**src/rtl/phase_seq_pkg.sv**
```systemverilog
package phase_seq_pkg;
  typedef enum logic [2:0] {ST_IDLE, ST_FREE, ST_ARB, ST_SEL, ST_XFER, ST_RESEL} seqState_t;
  typedef enum logic [2:0] {DRV_NONE, DRV_ARB, DRV_SEL, DRV_CMD, DRV_DATA, DRV_IDENT} drvSel_t;

  typedef struct packed {
    logic    newCmd;
    logic    latchRx;
    logic    stepData;
    logic    stepCmd;
    logic    pushRx;
    logic    takeStatus;
    logic    savePtr;
    logic    restorePtr;
    drvSel_t drv;
  } seqStrobe_t;

  // phase code {msg, cd, io}
  localparam logic [2:0] PH_DOUT = 3'b000;
  localparam logic [2:0] PH_DIN  = 3'b001;
  localparam logic [2:0] PH_CMD  = 3'b010;
  localparam logic [2:0] PH_STAT = 3'b011;
  localparam logic [2:0] PH_MOUT = 3'b110;
  localparam logic [2:0] PH_MIN  = 3'b111;

  localparam logic [7:0] MSG_DONE    = 8'h00;
  localparam logic [7:0] MSG_SAVE    = 8'h02;
  localparam logic [7:0] MSG_RESTORE = 8'h03;
  localparam logic [7:0] MSG_DISC    = 8'h04;
  localparam logic [7:0] MSG_IDENT   = 8'h80;
endpackage

```
**src/rtl/phase_seq_ctrl.sv**
```systemverilog
module phase_seq_ctrl
  import phase_seq_pkg::*;
#(
  parameter int BUS_W    = 8,
  parameter int FREE_CYC = 2
) (
  input  logic             clk,
  input  logic             rstN,
  input  logic             start,
  input  logic             bsyIn,
  input  logic             selIn,
  input  logic             reqIn,
  input  logic             phMsg,
  input  logic             phCd,
  input  logic             phIo,
  input  logic             higherSeen,
  input  logic             reselMatch,
  input  logic [BUS_W-1:0] rxReg,
  output seqStrobe_t       strobe,
  output logic             bsyOut,
  output logic             selOut,
  output logic             ackOut,
  output logic             done
);
  localparam int CNT_W = $clog2(FREE_CYC) + 1;

  seqState_t        state;
  logic [CNT_W-1:0] freeCnt;
  logic [2:0]       phase;
  logic             busFree, reqSeen, reqDone;

  assign phase   = {phMsg, phCd, phIo};
  assign busFree = !bsyIn && !selIn;
  assign reqSeen = (state == ST_XFER) && reqIn && !ackOut;
  assign reqDone = (state == ST_XFER) && !reqIn && ackOut;
  assign bsyOut  = (state == ST_ARB);
  assign selOut  = (state == ST_SEL);

  always_comb begin
    strobe         = '0;
    strobe.drv     = DRV_NONE;
    strobe.newCmd  = (state == ST_IDLE) && start;
    strobe.latchRx = reqSeen;
    if (reqDone) begin
      case (phase)
        PH_DOUT: strobe.stepData = 1'b1;
        PH_DIN: begin
          strobe.stepData = 1'b1;
          strobe.pushRx   = 1'b1;
        end
        PH_CMD:  strobe.stepCmd    = 1'b1;
        PH_STAT: strobe.takeStatus = 1'b1;
        PH_MIN: begin
          if (rxReg == BUS_W'(MSG_SAVE) || rxReg == BUS_W'(MSG_DISC)) strobe.savePtr = 1'b1;
          if (rxReg == BUS_W'(MSG_RESTORE)) strobe.restorePtr = 1'b1;
        end
        default: ;
      endcase
    end
    if (state == ST_RESEL && reselMatch) strobe.restorePtr = 1'b1;
    case (state)
      ST_ARB: strobe.drv = DRV_ARB;
      ST_SEL: strobe.drv = DRV_SEL;
      ST_XFER: begin
        if (!phIo) begin
          if (phMsg) strobe.drv = phCd ? DRV_IDENT : DRV_NONE;
          else       strobe.drv = phCd ? DRV_CMD : DRV_DATA;
        end
      end
      default: ;
    endcase
  end

  always_ff @(posedge clk) begin
    if (!rstN) begin
      state   <= ST_IDLE;
      freeCnt <= '0;
      ackOut  <= 1'b0;
      done    <= 1'b0;
    end else begin
      done <= 1'b0;
      case (state)
        ST_IDLE: if (start) begin
          state   <= ST_FREE;
          freeCnt <= '0;
        end
        ST_FREE: begin
          if (busFree) begin
            if (freeCnt == CNT_W'(FREE_CYC - 1)) begin
              state   <= ST_ARB;
              freeCnt <= '0;
            end else begin
              freeCnt <= freeCnt + 1'b1;
            end
          end else begin
            freeCnt <= '0;
          end
        end
        ST_ARB:  state <= higherSeen ? ST_FREE : ST_SEL;
        ST_SEL:  if (bsyIn) state <= ST_XFER;
        ST_XFER: begin
          if (reqSeen) ackOut <= 1'b1;
          if (reqDone) begin
            ackOut <= 1'b0;
            if (phase == PH_MIN) begin
              if (rxReg == BUS_W'(MSG_DONE)) begin
                state <= ST_IDLE;
                done  <= 1'b1;
              end else if (rxReg == BUS_W'(MSG_DISC)) begin
                state <= ST_RESEL;
              end
            end
          end
        end
        ST_RESEL: if (reselMatch) state <= ST_XFER;
        default:  state <= ST_IDLE;
      endcase
    end
  end
endmodule

```
**src/rtl/phase_seq_datapath.sv**
```systemverilog
module phase_seq_datapath
  import phase_seq_pkg::*;
#(
  parameter int BUS_W  = 8,
  parameter int OWN_ID = 6,
  parameter int PTR_W  = 8,
  parameter int CMD_W  = 4
) (
  input  logic                     clk,
  input  logic                     rstN,
  input  seqStrobe_t               strobe,
  input  logic [$clog2(BUS_W)-1:0] tgtIdIn,
  input  logic [BUS_W-1:0]         dataIn,
  input  logic                     selIn,
  input  logic                     phIo,
  input  logic [BUS_W-1:0]         cmdByte,
  input  logic [BUS_W-1:0]         outByte,
  output logic [BUS_W-1:0]         dataOut,
  output logic                     dataOe,
  output logic                     higherSeen,
  output logic                     reselMatch,
  output logic [BUS_W-1:0]         rxReg,
  output logic                     rxStrobe,
  output logic [BUS_W-1:0]         rxByte,
  output logic [BUS_W-1:0]         statusByte,
  output logic [PTR_W-1:0]         dataPtr,
  output logic [CMD_W-1:0]         cmdPtr
);
  localparam int ID_W = $clog2(BUS_W);
  localparam logic [BUS_W-1:0] OWN_BIT   = BUS_W'(1) << OWN_ID;
  localparam logic [BUS_W-1:0] HIGH_MASK = ~((OWN_BIT << 1) - BUS_W'(1));

  logic [ID_W-1:0]  tgtReg;
  logic [PTR_W-1:0] savedPtr;
  logic [BUS_W-1:0] tgtBit;

  assign tgtBit     = BUS_W'(1) << tgtReg;
  assign higherSeen = |(dataIn & HIGH_MASK);
  assign reselMatch = selIn && phIo && (dataIn == (OWN_BIT | tgtBit));
  assign dataOe     = (strobe.drv != DRV_NONE);

  always_comb begin
    case (strobe.drv)
      DRV_ARB:   dataOut = OWN_BIT;
      DRV_SEL:   dataOut = OWN_BIT | tgtBit;
      DRV_CMD:   dataOut = cmdByte;
      DRV_DATA:  dataOut = outByte;
      DRV_IDENT: dataOut = BUS_W'(MSG_IDENT);
      default:   dataOut = '0;
    endcase
  end

  always_ff @(posedge clk) begin
    if (!rstN) begin
      tgtReg     <= '0;
      dataPtr    <= '0;
      savedPtr   <= '0;
      cmdPtr     <= '0;
      rxReg      <= '0;
      rxStrobe   <= 1'b0;
      rxByte     <= '0;
      statusByte <= '0;
    end else begin
      rxStrobe <= 1'b0;
      if (strobe.newCmd) begin
        tgtReg   <= tgtIdIn;
        dataPtr  <= '0;
        savedPtr <= '0;
        cmdPtr   <= '0;
      end
      if (strobe.latchRx)    rxReg <= dataIn;
      if (strobe.stepData)   dataPtr <= dataPtr + 1'b1;
      if (strobe.stepCmd)    cmdPtr <= cmdPtr + 1'b1;
      if (strobe.pushRx) begin
        rxStrobe <= 1'b1;
        rxByte   <= rxReg;
      end
      if (strobe.takeStatus) statusByte <= rxReg;
      if (strobe.savePtr)    savedPtr <= dataPtr;
      if (strobe.restorePtr) dataPtr <= savedPtr;
    end
  end
endmodule

```
**src/rtl/phase_seq_top.sv**
```systemverilog
module phase_seq_top
  import phase_seq_pkg::*;
#(
  parameter int NUM_IDS  = 8,
  parameter int OWN_ID   = 6,
  parameter int FREE_CYC = 2,
  parameter int PTR_W    = 8,
  parameter int CMD_W    = 4
) (
  input  logic                       clk,
  input  logic                       rstN,
  input  logic                       start,
  input  logic [$clog2(NUM_IDS)-1:0] tgtId,
  input  logic                       bsyIn,
  input  logic                       selIn,
  input  logic                       reqIn,
  input  logic                       phMsg,
  input  logic                       phCd,
  input  logic                       phIo,
  input  logic [NUM_IDS-1:0]         dataIn,
  output logic [NUM_IDS-1:0]         dataOut,
  output logic                       dataOe,
  output logic                       bsyOut,
  output logic                       selOut,
  output logic                       ackOut,
  input  logic [NUM_IDS-1:0]         cmdByte,
  output logic [CMD_W-1:0]           cmdPtr,
  input  logic [NUM_IDS-1:0]         outByte,
  output logic [PTR_W-1:0]           dataPtr,
  output logic                       rxStrobe,
  output logic [NUM_IDS-1:0]         rxByte,
  output logic [NUM_IDS-1:0]         statusByte,
  output logic                       done
);
  localparam int BUS_W = NUM_IDS;

  seqStrobe_t       strobe;
  logic             higherSeen, reselMatch;
  logic [BUS_W-1:0] rxReg;

  phase_seq_ctrl #(.BUS_W(BUS_W), .FREE_CYC(FREE_CYC)) ctrl_i (
    .clk(clk), .rstN(rstN), .start(start), .bsyIn(bsyIn), .selIn(selIn),
    .reqIn(reqIn), .phMsg(phMsg), .phCd(phCd), .phIo(phIo),
    .higherSeen(higherSeen), .reselMatch(reselMatch), .rxReg(rxReg),
    .strobe(strobe), .bsyOut(bsyOut), .selOut(selOut), .ackOut(ackOut), .done(done)
  );

  phase_seq_datapath #(.BUS_W(BUS_W), .OWN_ID(OWN_ID), .PTR_W(PTR_W), .CMD_W(CMD_W)) dp_i (
    .clk(clk), .rstN(rstN), .strobe(strobe), .tgtIdIn(tgtId), .dataIn(dataIn),
    .selIn(selIn), .phIo(phIo), .cmdByte(cmdByte), .outByte(outByte),
    .dataOut(dataOut), .dataOe(dataOe), .higherSeen(higherSeen), .reselMatch(reselMatch),
    .rxReg(rxReg), .rxStrobe(rxStrobe), .rxByte(rxByte), .statusByte(statusByte),
    .dataPtr(dataPtr), .cmdPtr(cmdPtr)
  );
endmodule

```
**config.mk**
```make
export PLATFORM = sky130hd
export DESIGN_NAME = phase_seq_top
export DESIGN_NICKNAME = d
export VERILOG_FILES = /design/src/rtl/phase_seq_pkg.sv /design/src/rtl/phase_seq_ctrl.sv /design/src/rtl/phase_seq_datapath.sv /design/src/rtl/phase_seq_top.sv
export SDC_FILE = /design/constraint.sdc
export NUM_CORES = 1
export LEC_CHECK = 0
export BUFFER_PORTS_ARGS = -buffer_cell sky130_fd_sc_hd__buf_4
export CORE_UTILIZATION = 53
export CTS_CLUSTER_DIAMETER = 30
export DETAILED_ROUTE_END_ITERATION = 10
export GPL_TIMING_DRIVEN = 0
export MAX_ROUTING_LAYER = met4
export PLACE_DENSITY = 0.8
export SYNTH_ARGS = -nofsm -noshare
export SYNTH_HDL_FRONTEND = slang
export SYNTH_HIERARCHICAL = 1
export SYNTH_SLANG_ARGS = --single-unit
```
**constraint.sdc**
```tcl
create_clock -name clk -period 2.6 [get_ports clk]
set_clock_uncertainty 0.05 [all_clocks]
set_input_delay 0.13 -clock clk [delete_from_list [all_inputs] [get_ports clk]]
set_output_delay 0.13 -clock clk [all_outputs]
set_load 0.02 [all_outputs]
```
==> flow_summary.ini, run 1 <==
[pwr]
clkPwrFrac_pct = 23.1
p_sw_w = 0.000713
pwr-share-comb_pct = 32.4
p_int_w = 0.00138
switching_share_pct = 34.0
p_leak_nw = 1.50
p_per_area_nw_per_um2 = 545
power_frac_seq_pct = 44.4
vdd.ir_drop.worst_mv = 0.370

[logic_synthesis]
postSynthAreaPerCell_um2 = 8.64
ys_ff_latch = 55
ys_warn_count = 6
yosysTopAreaCell = dfxtp_1
synth_nets = 391
synth_area_leaders = dfxtp_1, mux2i_1, nor2b_1
ys_async_sr_fraction_pct = 0
syn_inst = 352
ys.flop_type = dfxtp_1
synth_area_um2 = 3040
synth_edf_count = 0
synth.distinct_cells = 59
yosysTopAreaCellShare_pct = 36.2
ys_seq_area_share_pct = 36.2

[drt]
post_drt_wl_per_cell_um = 15.4
drc = 0
drt_wl_total_um = 7810
ant_nets = 0
vias_per_cell = 5.59
firstDrtPassIters = 5
drt_iter0_drc = 210
vias = 2842

[placed_design]
gp_congestion = 0.893
numPortBuffers = 77
place_ws_ns = 0.140
hpwl_um = 5640

[sta]
max_freq_ghz = 0.406
finalHoldViolCount = 0
min_period_ns = 2.46
drv_slew = 0
setup_violations = 0
maxSlewHeadroom_pct = 52.6
period_share_pct = 94.7
worst_pin_slew_ns = 0.702
setup_slack_ns = 0.138
hold_slack_ns = 0.0425

[die]
ioPinCount = 78
fp.coreArea_um2 = 5510
row_count = 27
die_width_um = 77.8
die_h_um = 77.8
die-area_um2 = 6050
initial_core_util_pct = 55.3

[finish]
fill_cells = 475
area_growth_pct = 26.3
drive_gt1_share_pct = 27.1
final_nets = 474
diodes = 0

[grt]
grt_max_degree = 19
grt_use_met3_pct = 4.71
grt_overflow_total = 0
grt.total_usage_pct = 27.7
grtUsageMet1_pct = 37.5
grt_pass1_wl_um = 13000
met2_usage_pct = 43.5
grt.busiest_layer = met2
antenna_found_initial = 0
grt_pass1_vias = 2624

[clocking]
cts_buffers = 5
path_clk_slew_ns = 0.10
cts-htree-levels = 2
clk_path_buf_depth = 2
root_buffer = clkbuf_8
cts_tree = built
hold_buffers = 0
clock-sinks = 55
clk_latency_ns = 0.31

[critical_path]
cp-end-kind = register
cp.required_ns = 2.80
cp-start-kind = register
cp_max_fo = 10
arrival_ns = 2.66
worstSetupPathType = register to register

[status]
outcome = complete, no violations

[job]
cap_violations = 0

[worst_hold_path]
hold_class = primary input to register
final cells by class:
cell class	count	area, um2	area share (%)
Timing Repair Buffer	77	578	15.0
Clock inverter	3	23.8	0.618
Inverter	7	26.3	0.684
Tap cell	72	90.1	2.34
Clock buffer	5	68.8	1.79
Sequential cell	55	1100	28.6
Buffer	25	139	3.61
Multi-Input combinational cell	264	1820	47.3
flip-flops by register name, indices dropped and copies added (netlist names):
signal,cells
dp_i/rxStrobe,1
dp_i/tgtReg,3
ctrl_i/freeCnt,2
ctrl_i/ackOut,1
ctrl_i/state,3
dp_i/savedPtr,8
dp_i/rxReg,8
dp_i/statusByte,8
ctrl_i/done,1
dp_i/rxByte,8
dp_i/cmdPtr,4
dp_i/dataPtr,8
critical path: stages (launching register included):
cell	delay, ns
dfxtp_1	0.38
buf_2	0.24
inv_1	0.10
a21oi_1	0.13
a21oi_1	0.07
nor4_2	0.31
nand4b_1	0.15
o21ai_0	0.18
clkbuf_4	0.28
clkbuf_4	0.21
nand2_1	0.07
o21ai_0	0.10
o2bb2ai_1	0.14
metrics by stage:
stage	instance area [um2]	instances	setup TNS (ns)	power (W)	util, %
after floorplan	3040	352	0	0.00141	-
after detailed placement	3710	501	0	0.00160	67.4
final	3840	508	0	0.00210	69.8
after global routing	3840	508	-0.0465	0.00221	69.8
after CTS	3820	508	0	0.00209	69.4
after global placement	3710	501	0	0.00159	67.4
power groups by stage:
stage               clock network, W  registers, W  logic (W)
global placement                   0      0.000948   0.000640
finish                      0.000485      0.000931   0.000680
CTS                         0.000499      0.000930   0.000662
detailed placement                 0      0.000949   0.000654
global route                0.000535      0.000939   0.000737
floorplan                          0      0.000937   0.000469
cells in the final DEF, fill, tap and decap left out, types with 3 or more instances in the layout:
master     netlist  layout
xor2_1           3       3
nor3b_1         17      15
o21ai_0         16      16
o2bb2ai_1        3       3
o211ai_1         3       3
nor4_1           3       3
a22oi_1          4       4
clkbuf_8         0       5
o21ai_1          4       4
nor2_1          10       8
buf_4            4      82
dfxtp_1         55      55
nand2b_1         6       6
mux2i_1         30      30
nand2_1         27      27
nor2b_1         43      43
buf_2           12       9
a21oi_1         22      22
inv_1            7       7
nand3_1          7       7
ha_1             3       3
and2_1           7       6
nor3_1          10       9
nand3b_1         4       4
clkbuf_1         9       8
path summary, 6_finish.rpt:
| kind | start | end | slack [ns] | cells past startpoint |
|---|---|---|---|---|
| setup / recovery | dp_i/tgtReg[1]$_SDFFE_PN0P_ | dp_i/dataPtr[5]$_SDFFE_PN0P_ | 0.14 | 12 |
| hold / removal | tgtId[1] | dp_i/tgtReg[1]$_SDFFE_PN0P_ | 0.04 | 3 |
| setup reg to reg | dp_i/tgtReg[1]$_SDFFE_PN0P_ | dp_i/dataPtr[5]$_SDFFE_PN0P_ | 0.14 | 12 |
| hold reg to reg | ctrl_i/freeCnt[1]$_SDFFE_PN0P_ | ctrl_i/freeCnt[1]$_SDFFE_PN0P_ | 0.41 | 2 |
what timing repair did:
action	in CTS	in global routing
gates resized for setup	6	7
endpoints found under the hold margin	0	0
setup buffers	0	0
cloned	0	0
setup endpoints to repair	7	19
cell families after synthesis:
kind of cell	count (synthesis)	synth area share, %
AND/OR/NAND/NOR	152	29.8
AO/OA/AOI/OAI	75	16.5
XOR/XNOR	4	1.15
adder cells (fa/ha/maj)	3	1.23
buffers and inverters	33	5.30
flip-flops	55	36.2
multiplexers	30	9.87
layer usage:
layer	wire, um	part of all wire [%]
met1	3600	46
met2	3660	47
met3	483	6.2
met4	65	0.83
met5	0	0
cell usage after synthesis (2+ instances only):
| library cell | n |
|---|---|
| or3_1 | 2 |
| nand2b_1 | 6 |
| and2_1 | 7 |
| nand3_1 | 7 |
| a32oi_1 | 2 |
| o211ai_1 | 3 |
| and3_1 | 2 |
| nor2_1 | 10 |
| nor3_1 | 10 |
| buf_2 | 12 |
| o21ai_0 | 16 |
| a22oi_1 | 4 |
| o21ai_1 | 4 |
| o31ai_1 | 2 |
| a221o_1 | 2 |
| clkbuf_1 | 9 |
| or4_1 | 2 |
| dfxtp_1 | 55 |
| o21bai_1 | 2 |
| buf_4 | 4 |
| nor3b_1 | 17 |
| nand4b_1 | 2 |
| xor2_1 | 3 |
| nand2_1 | 27 |
| a21oi_1 | 22 |
| mux2i_1 | 30 |
| nand3b_1 | 4 |
| nor2b_1 | 43 |
| nor4_1 | 3 |
| inv_1 | 7 |
| o2bb2ai_1 | 3 |
| ha_1 | 3 |
No activity file was read; power rests on OpenSTA's default activity.
==> inputs of run 2 (changes only) <==
GPL_TIMING_DRIVEN = unset   (was 0)
==> run 2 against run 1 <==
- combinational power fell by 3.1%
- via count fell by 2.0%
- design area fell by 0.13%
- register-to-register slack improved by 0.15 ns
- total power rose by 0.49%
- critical path depth fell by 3
- non-clock buffer count fell by 12
- clock-buffer cell count did not move
- final cell count fell by 2.4%
- highest routed layer unchanged
- wire length fell by 4.8%
- die area did not move
==> flow_summary.ini, run 2 (synthesized netlist as in run 1, its figures left out) <==
[sta]
finalHoldViolCount = 0
rsz0062_at_grt = false
maxSlewHeadroom_pct = 70.9
max_freq_ghz = 0.425
setup_violations = 0
period_share_pct = 90.5
worst_pin_slew_ns = 0.432
min_period_ns = 2.35
drv_slew = 0

[die]
initial_core_util_pct = 55.3
fp.coreArea_um2 = 5510
die-area_um2 = 6050
die_width_um = 77.8
die_h_um = 77.8
ioPinCount = 78
row_count = 27

[finish]
multi_input_area_um2 = 1840
layout_commonest_cell = buf_4
drive_gt1_share_pct = 27.8
area_growth_pct = 26.2
layout.area.seq_um2 = 1100
final_nets = 462
final_cell_area_um2 = 3840
fill_cells = 480
diodes = 0
layout_common_cells = buf_4, dfxtp_1, nor2b_1, mux2i_1, nand2_1

[clocking]
cts-htree-levels = 2
clk_latency_ns = 0.32
cts_tree = built
path_clk_slew_ns = 0.10
clock-sinks = 55
postCtsSetupBuffers = 0
cts_buffers = 5
root_buffer = clkbuf_8
hold_buffers = 0
clk_path_buf_depth = 2
cts_resized = 4

[pwr]
power_frac_seq_pct = 45.2
p_int_w = 0.00139
p_leak_nw = 1.48
clkPwrFrac_pct = 23.5
p_total_w = 0.00211
switching_share_pct = 34.1
p_sw_w = 0.000718
p_per_area_nw_per_um2 = 549
vdd.ir_drop.worst_mv = 0.475
pwr-share-comb_pct = 31.3

[critical_path]
cp.required_ns = 2.42
cp_max_fo = 7
cp_slowest_cell = or3b_4
cp-end-kind = output pin
arrival_ns = 2.17
r2r_slack_ns = 0.29
worstSetupPathType = register to output pin
critPathBufInv = 1
crit_family = simple AND/OR/NAND/NOR gates
cpMostUsedCell = nand2_1
slowest_delay_ns = 0.44
path_cells = or3b_4 -> nor2_2 -> nand2_1 -> nand2_2 -> nor3b_4 -> nand2_1 -> nor3_1 -> a221o_1 -> buf_4
cp-start-kind = register

[placed_design]
gp_congestion = 0.850
numPortBuffers = 77
hpwl_um = 5350
place_area_um2 = 3700

[drt]
drt_iter0_drc = 164
firstDrtPassIters = 4
drc = 0
vias = 2784
ant_nets = 0
vias_per_cell = 5.61
drt_wl_total_um = 7440
post_drt_wl_per_cell_um = 15.0

[grt]
grt.total_usage_pct = 25.9
grt_overflow_total = 0
grt_pass1_wl_um = 12200
grt_max_degree = 55
grt_pass1_vias = 2536
antenna_found_initial = 0

[worst_hold_path]
hold_class = primary input to register

[status]
outcome = complete, no violations

[job]
cap_violations = 0
==> run 2: cell types whose count changed in the layout (fill, tap and decap cells not counted), moves of 2 or more <==
cell        change
nor3b_2         -2
buf_4           +7
dfxtp_2         +2
nand2_1         -2
dfxtp_1         -2
clkinvlp_4      -2
clkbuf_1        -8
buf_2           -9
clkbuf_4        -2
==> run 2: final cells by class <==
cell class / instances / area share (%)
clock inverters: 3 / 0.684
clock buffers: 5 / 1.79
inverters: 7 / 0.684
multi-input cells: 264 / 47.8
repair buffers: 90 / 17.9
well taps: 72 / 2.35
flip-flops and latches: 55 / 28.7
==> run 2: worst paths after layout <==
check | start | end | depth (start not counted)
setup reg to reg | dp_i/tgtReg[2]$_SDFFE_PN0P_ | dp_i/dataPtr[4]$_SDFFE_PN0P_ | 10
hold reg to reg | ctrl_i/freeCnt[1]$_SDFFE_PN0P_ | ctrl_i/freeCnt[1]$_SDFFE_PN0P_ | 2
setup / recovery | ctrl_i/state[1]$_SDFFE_PN0P_ | dataOut[0] | 9
hold / removal | tgtId[1] | dp_i/tgtReg[1]$_SDFFE_PN0P_ | 3
==> run 2: metal layers <==
layer | global-route usage (%) | share of wire, % | vias up | wire, um
met2 | 41.3 | 46 | 89 | 3390
met3 | 5.76 | 6.0 | 15 | 448
met1 | 31.8 | 46 | 1283 | 3440
met4 | 10.0 | 2.2 | 0 | 161
met5 | - | 0 | - | 0
li1 | - | - | 1397 | -
==> run 2: worst min-delay path, cell delays in order <==
cell	delay [ns]
buf_4	0.08
mux2i_1	0.05
nor2b_1	0.09
==> run 2: power by group through the flow <==
stage | clock network [W] | registers, W | logic [W]
after floorplan | 0 | 0.000937 | 0.000469
after global placement | 0 | 0.000964 | 0.000617
after detailed placement | 0 | 0.000968 | 0.000632
after CTS | 0.000509 | 0.000948 | 0.000641
after global routing | 0.000549 | 0.000961 | 0.000710
final | 0.000496 | 0.000952 | 0.000659
==> run 2: metrics by stage <==
| step | cells | worst slack (ns) | utilization [%] | TNS, ns | hold slack, ns |
|---|---|---|---|---|---|
| after global placement | 488 | 0.310 | 67.2 | 0 | 0.338 |
| after detailed placement | 488 | 0.226 | 67.2 | 0 | 0.352 |
| after global routing | 496 | 0.00119 | 69.7 | 0 | 0.0374 |
| after CTS | 496 | -0.00394 | 69.2 | -0.00394 | 0.0270 |
| final | 496 | 0.247 | 69.7 | 0 | 0.0321 |
| after floorplan | 352 | 0.351 | - | 0 | 0.203 |
